$ cat config.mk
export PLATFORM = sky130hd
export DESIGN_NAME = bitfmt_sop
export DESIGN_NICKNAME = d
export VERILOG_FILES = /design/src/rtl/bitfmt_sop.sv
export SDC_FILE = /design/constraint.sdc
export NUM_CORES = 1
export LEC_CHECK = 0
export BUFFER_PORTS_ARGS = -buffer_cell sky130_fd_sc_hd__buf_2
export CELL_PAD_IN_SITES_DETAIL_PLACEMENT = 1
export CELL_PAD_IN_SITES_GLOBAL_PLACEMENT = 1
export CORE_MARGIN = 2
export CORE_UTILIZATION = 47
export CTS_CLUSTER_DIAMETER = 40
export DETAILED_ROUTE_END_ITERATION = 16
export PLACE_DENSITY_LB_ADDON = 0.2
export SYNTH_ARGS = -nofsm -noshare
export SYNTH_HDL_FRONTEND = slang
export SYNTH_SLANG_ARGS = --single-unit
$ cat constraint.sdc
create_clock -name clk -period 5.8 [get_ports clk]
set_input_delay 1.16 -clock clk [delete_from_list [all_inputs] [get_ports clk]]
set_output_delay 1.16 -clock clk [all_outputs]
set_load 0.05 [all_outputs]
$ cat src/rtl/bitfmt_sop.sv
module bitfmt_sop #(
  parameter int N       = 4,
  parameter int WC      = 6,
  parameter int WV      = 6,
  parameter int WF      = 8,
  parameter int DELTA   = 2,
  parameter int NEAREST = 0,
  parameter logic [N*WC-1:0] COEFS  = {6'd32, 6'd31, 6'd47, 6'd21},
  parameter logic [N*8-1:0]  SHIFTS = {8'hFE, 8'd0, 8'd1, 8'd3}
) (
  input  logic            clk,
  input  logic            rst_n,
  input  logic            start_i,
  input  logic [N*WV-1:0] vars_i,
  output logic            busy_o,
  output logic            done_o,
  output logic [WF-1:0]   result_o
);
  localparam int WP = WC + WV;
  localparam int WA = WF + DELTA;
  localparam int WX = WA + WP + 8;
  localparam int WI = $clog2(N + 1);
  localparam logic [WA-1:0] RHALF = (NEAREST != 0) ? ((WA'(1) << DELTA) >> 1) : '0;

  logic [N*WV-1:0] vq;
  logic [WA-1:0]   acc;
  logic [WI-1:0]   cnt;
  logic [WA-1:0]   term [N];
  logic [WA-1:0]   sel;
  logic [WA-1:0]   fin;

  for (genvar i = 0; i < N; i++) begin : g_term
    localparam int SH = int'($signed(SHIFTS[i*8 +: 8]));
    logic signed [WC-1:0] c;
    logic signed [WV-1:0] v;
    logic signed [WP-1:0] p;
    logic signed [WX-1:0] px;
    assign c  = COEFS[i*WC +: WC];
    assign v  = vq[i*WV +: WV];
    assign p  = WP'(c) * WP'(v);
    assign px = {{(WX-WP){p[WP-1]}}, p};
    if (SH > 0) begin : g_rshift
      localparam logic [WX-1:0] HALF = (NEAREST != 0) ? ((WX'(1) << SH) >> 1) : '0;
      logic signed [WX-1:0] ps;
      logic signed [WX-1:0] sh;
      assign ps = px + $signed(HALF);
      assign sh = ps >>> SH;
      assign term[i] = sh[WA-1:0];
    end else begin : g_lshift
      logic signed [WX-1:0] sh;
      assign sh = px <<< (-SH);
      assign term[i] = sh[WA-1:0];
    end
  end

  assign sel = (int'(cnt) < N) ? term[cnt] : '0;
  assign fin = acc + RHALF;

  always_ff @(posedge clk or negedge rst_n) begin
    if (!rst_n) begin
      vq       <= '0;
      acc      <= '0;
      cnt      <= '0;
      busy_o   <= 1'b0;
      done_o   <= 1'b0;
      result_o <= '0;
    end else begin
      done_o <= 1'b0;
      if (!busy_o) begin
        if (start_i) begin
          vq     <= vars_i;
          acc    <= '0;
          cnt    <= '0;
          busy_o <= 1'b1;
        end
      end else if (int'(cnt) == N) begin
        result_o <= fin[WA-1 -: WF];
        done_o   <= 1'b1;
        busy_o   <= 1'b0;
      end else begin
        acc <= acc + sel;
        cnt <= cnt + 1'b1;
      end
    end
  end
endmodule

==> flow_summary.yaml <==
synthesis:
  yosysWarnings: 0
  postSynthRegisterBits: 44
  yosys.area_share.simple_pct: 10.8
  ys_flop_type: "sky130_fd_sc_hd__dfrtp_1"
  post_synth_inst_count: 445
  post_synth_edffs: 0
  synth.distinct_cells: 44
  async_reset_ff_share_pct: 100
  yosys.area_share.adder_pct: 34.5
  syn_area_um2: 4170
  syn_area_per_cell_um2: 9.36
  synth.net_count: 576
  post_synth_xor_area_fraction_pct: 5.05
  seq_area_frac_synth_pct: 26.4
  synth-compound-area-share_pct: 14.4
  synthMuxAreaShare_pct: 2.88
  synth_top_family_by_area: "adder cells"
floorplan:
  dieArea_um2: 9630
  io_pins: 37
  fp.dieH_um: 98.1
  initial_core_util_pct: 48.0
  design.core.area_um2: 8680
  die_width_um: 98.1
  std_cell_rows: 34
drt:
  detail_route.drc_violations: 0
  wire_per_inst_um: 16.7
  drt-initial-drc-count: 76
  vias: 3194
  drt-vias-per-instance: 5.50
  drt_wl_total_mm: 9.69
  antenna_viol_nets_final: 0
  drtPass1Iterations: 4
worst_setup_path:
  worstPathMaxFanout: 5
  r2r-start: "vq[7]$_DFFE_PN0P_"
  crit_path_cell_trace: "inv_1 -> fa_1 -> inv_1 -> ha_1 -> xor2_1 -> ha_1 -> a21o_1 -> fa_1 -> ha_1 -> a21o_1 -> a21oi_1 -> o21bai_1 -> a21oi_1 -> xnor2_1 -> nand2_1 -> a221oi_1 -> ha_1 -> and3_1 -> a221oi_4 -> xnor2_1 -> o21ai_1 -> a22o_1"
  crit_slowest_cell: "sky130_fd_sc_hd__fa_1"
  worstSetupPathType: "flip-flop to flip-flop"
  timing.critical_path.from_type: "flip-flop"
  crit_path_end_kind: "flip-flop"
  cell_mode_on_critical_path: "sky130_fd_sc_hd__ha_1"
  cp_data_arrival_time_ns: 5.67
  worst_ep_required_time_ns: 6.00
  worst_setup_path_startpoint: "vq[7]$_DFFE_PN0P_"
  crit_path_max_cell_delay_ns: 0.62
placement:
  io_buffer_count: 33
  routabilityCongestion: 0.873
  dp_hpwl_mm: 7.65
  post-place-ws_ns: 0.369
  place_inst: 573
global_route:
  global_route_usage_over_all_layers_pct: 21.5
  antenna_found_initial: 0
  grt_pass1_wl_mm: 16.9
  vias_in_the_first_global_route: 3655
  overflow: 0
  grt_start_max_net_pins: 45
clocking:
  cts_hold_buffers: 0
  htreeDepth: 2
  clk_path_buf_depth: 2
  tritoncts: "built"
  postCtsSetupBuffers: 0
  cts-buffers-inserted: 5
  clkSlewWorstSetupHoldPaths_ns: 0.09
  cts_root_buf: "sky130_fd_sc_hd__clkbuf_8"
  cts.sink_count: 44
  total_of_cells_resized_after_clock_tree_synthesis: 0
  insertion_delay_ns: 0.30
sta:
  rsz0062_at_grt: "no"
  maxSlewViolCount: 0
  finalCritPeriodShare_pct: 94.3
  crit_path_time_final_ns: 5.47
  fin_tns_setup_ns: 0
  fmax_mhz: 183
  min_setup_slack_post_route_ns: 0.332
  setup_violations: 0
  tightest_slew_ns: 1.05
  maxSlewHeadroom_pct: 29.7
  timing_hold_violations_final: 0
  skew_ns: 0.00688
finish:
  syn_to_final_growth_pct: 8.77
  layout-drive-gt1-share_pct: 10.6
  finish.cell_count_without_fillers: 581
  finish.net_count: 603
  antenna_cells: 0
  final_util_pct: 52.2
outcome:
  status: "completed"
job:
  cap_viol_max_count: 0
min_path:
  worstHoldStart: "result_o[0]$_DFFE_PN0P_"
  worst_hold_path_type: "flip-flop to flip-flop"
state kept, by name, summed over array words and instances (netlist names):
register / cells
acc: 10
cnt: 3
vq: 21
done_o: 1
result_o: 8
busy_o: 1
placed cells by master (no fill, tap or decap), types with 3 or more instances in the layout:
cell type and count:
sky130_fd_sc_hd__buf_2 33, sky130_fd_sc_hd__xor2_1 11, sky130_fd_sc_hd__o211ai_1 3, sky130_fd_sc_hd__nor3_1 6, sky130_fd_sc_hd__a21oi_1 21, sky130_fd_sc_hd__inv_1 50
sky130_fd_sc_hd__xnor2_1 13, sky130_fd_sc_hd__o21bai_1 4, sky130_fd_sc_hd__mux2_2 4, sky130_fd_sc_hd__mux2i_1 3, sky130_fd_sc_hd__nand2_1 45, sky130_fd_sc_hd__a211oi_1 6
sky130_fd_sc_hd__dfrtp_1 44, sky130_fd_sc_hd__a21o_1 11, sky130_fd_sc_hd__mux2_1 4, sky130_fd_sc_hd__fa_1 18, sky130_fd_sc_hd__ha_1 86, sky130_fd_sc_hd__clkbuf_8 5
sky130_fd_sc_hd__nand3_1 13, sky130_fd_sc_hd__nor2_1 25, sky130_fd_sc_hd__o21ai_1 28, sky130_fd_sc_hd__o21ai_0 3, sky130_fd_sc_hd__a31oi_1 3
path summary, 6_finish.rpt:
path	end	slack, ns	cells past startpoint
min reg2reg	result_o[0]$_DFFE_PN0P_	0.49	1
min	result_o[0]$_DFFE_PN0P_	0.49	1
max	acc[9]$_DFFE_PN0P_	0.33	22
max reg2reg	acc[9]$_DFFE_PN0P_	0.33	22
min in group asynchronous	vq[6]$_DFFE_PN0P_	1.05	1
max in group asynchronous	vq[3]$_DFFE_PN0P_	4.11	1
stage by stage:
step / hold slack (ns) / area (um^2)
after floorplan: 0.450 / 4170
after global placement: 0.472 / 4420
after detailed placement: 0.481 / 4420
after CTS: 0.504 / 4530
after global routing: 0.521 / 4530
final: 0.495 / 4530
cell type report:
cell class / instances / area (um^2)
fillers: 1046 / 4150
multi-input cells: 335 / 2820
flip-flops and latches: 44 / 1100
inverters: 52 / 195
repair buffers: 34 / 173
well taps: 108 / 135
clock buffers: 6 / 72.6
clock inverters: 2 / 35.0
kinds of logic after synthesis:
kind of cell | after synthesis
buffers and inverters | 66
and+or+nand+nor | 103
adders and majority gates | 104
xor gates and xnor gates | 24
DFF | 44
muxes | 11
AOI/OAI and AO/OA | 93
synthesized netlist by cell type, drive strengths merged (2+ instances only):
cell type / n / area [um^2]
mux2i: 3 / 30.0
o21bai: 4 / 30.0
a221oi: 3 / 43.8
a211oi: 6 / 45.0
mux2: 8 / 90.1
a31oi: 3 / 18.8
o21a: 2 / 15.0
a21o: 11 / 82.6
xor2: 11 / 96.3
nand2b: 2 / 12.5
nand3: 13 / 65.1
dfrtp: 44 / 1100
nor4: 2 / 12.5
a21oi: 21 / 105
and3: 2 / 12.5
fa: 18 / 360
inv: 52 / 195
ha: 86 / 1080
o21ai: 31 / 155
o211a: 2 / 20.0
nor2b: 2 / 12.5
nand2: 46 / 175
nor2: 25 / 93.8
nor3: 6 / 30.0
clkbuf: 14 / 52.6
o211ai: 3 / 22.5
xnor2: 13 / 114
metal layers:
| metal | vias up | part of all wire, % | track usage [%] |
|---|---|---|---|
| met3 | 17 | 2.8 | 2.72 |
| li1 | 1579 | - | - |
| met4 | 0 | 2.1 | 6.74 |
| met1 | 1550 | 45 | 26.7 |
| met5 | - | 0 | 0 |
| met2 | 48 | 50 | 39.0 |
critical path, delay by kind of cell (launching register included):
| kind | cells | cell delay, ns |
|---|---|---|
| adders and majority gates | 6 | 2.19 |
| AOI/OAI and AO/OA | 9 | 1.78 |
| xor gates and xnor gates | 3 | 0.50 |
| DFF | 1 | 0.40 |
| and+or+nand+nor | 2 | 0.28 |
| buffers and inverters | 2 | 0.23 |
Power is not shown: default switching activity piles up to over one toggle a cycle in this logic, so the estimate is an artifact.
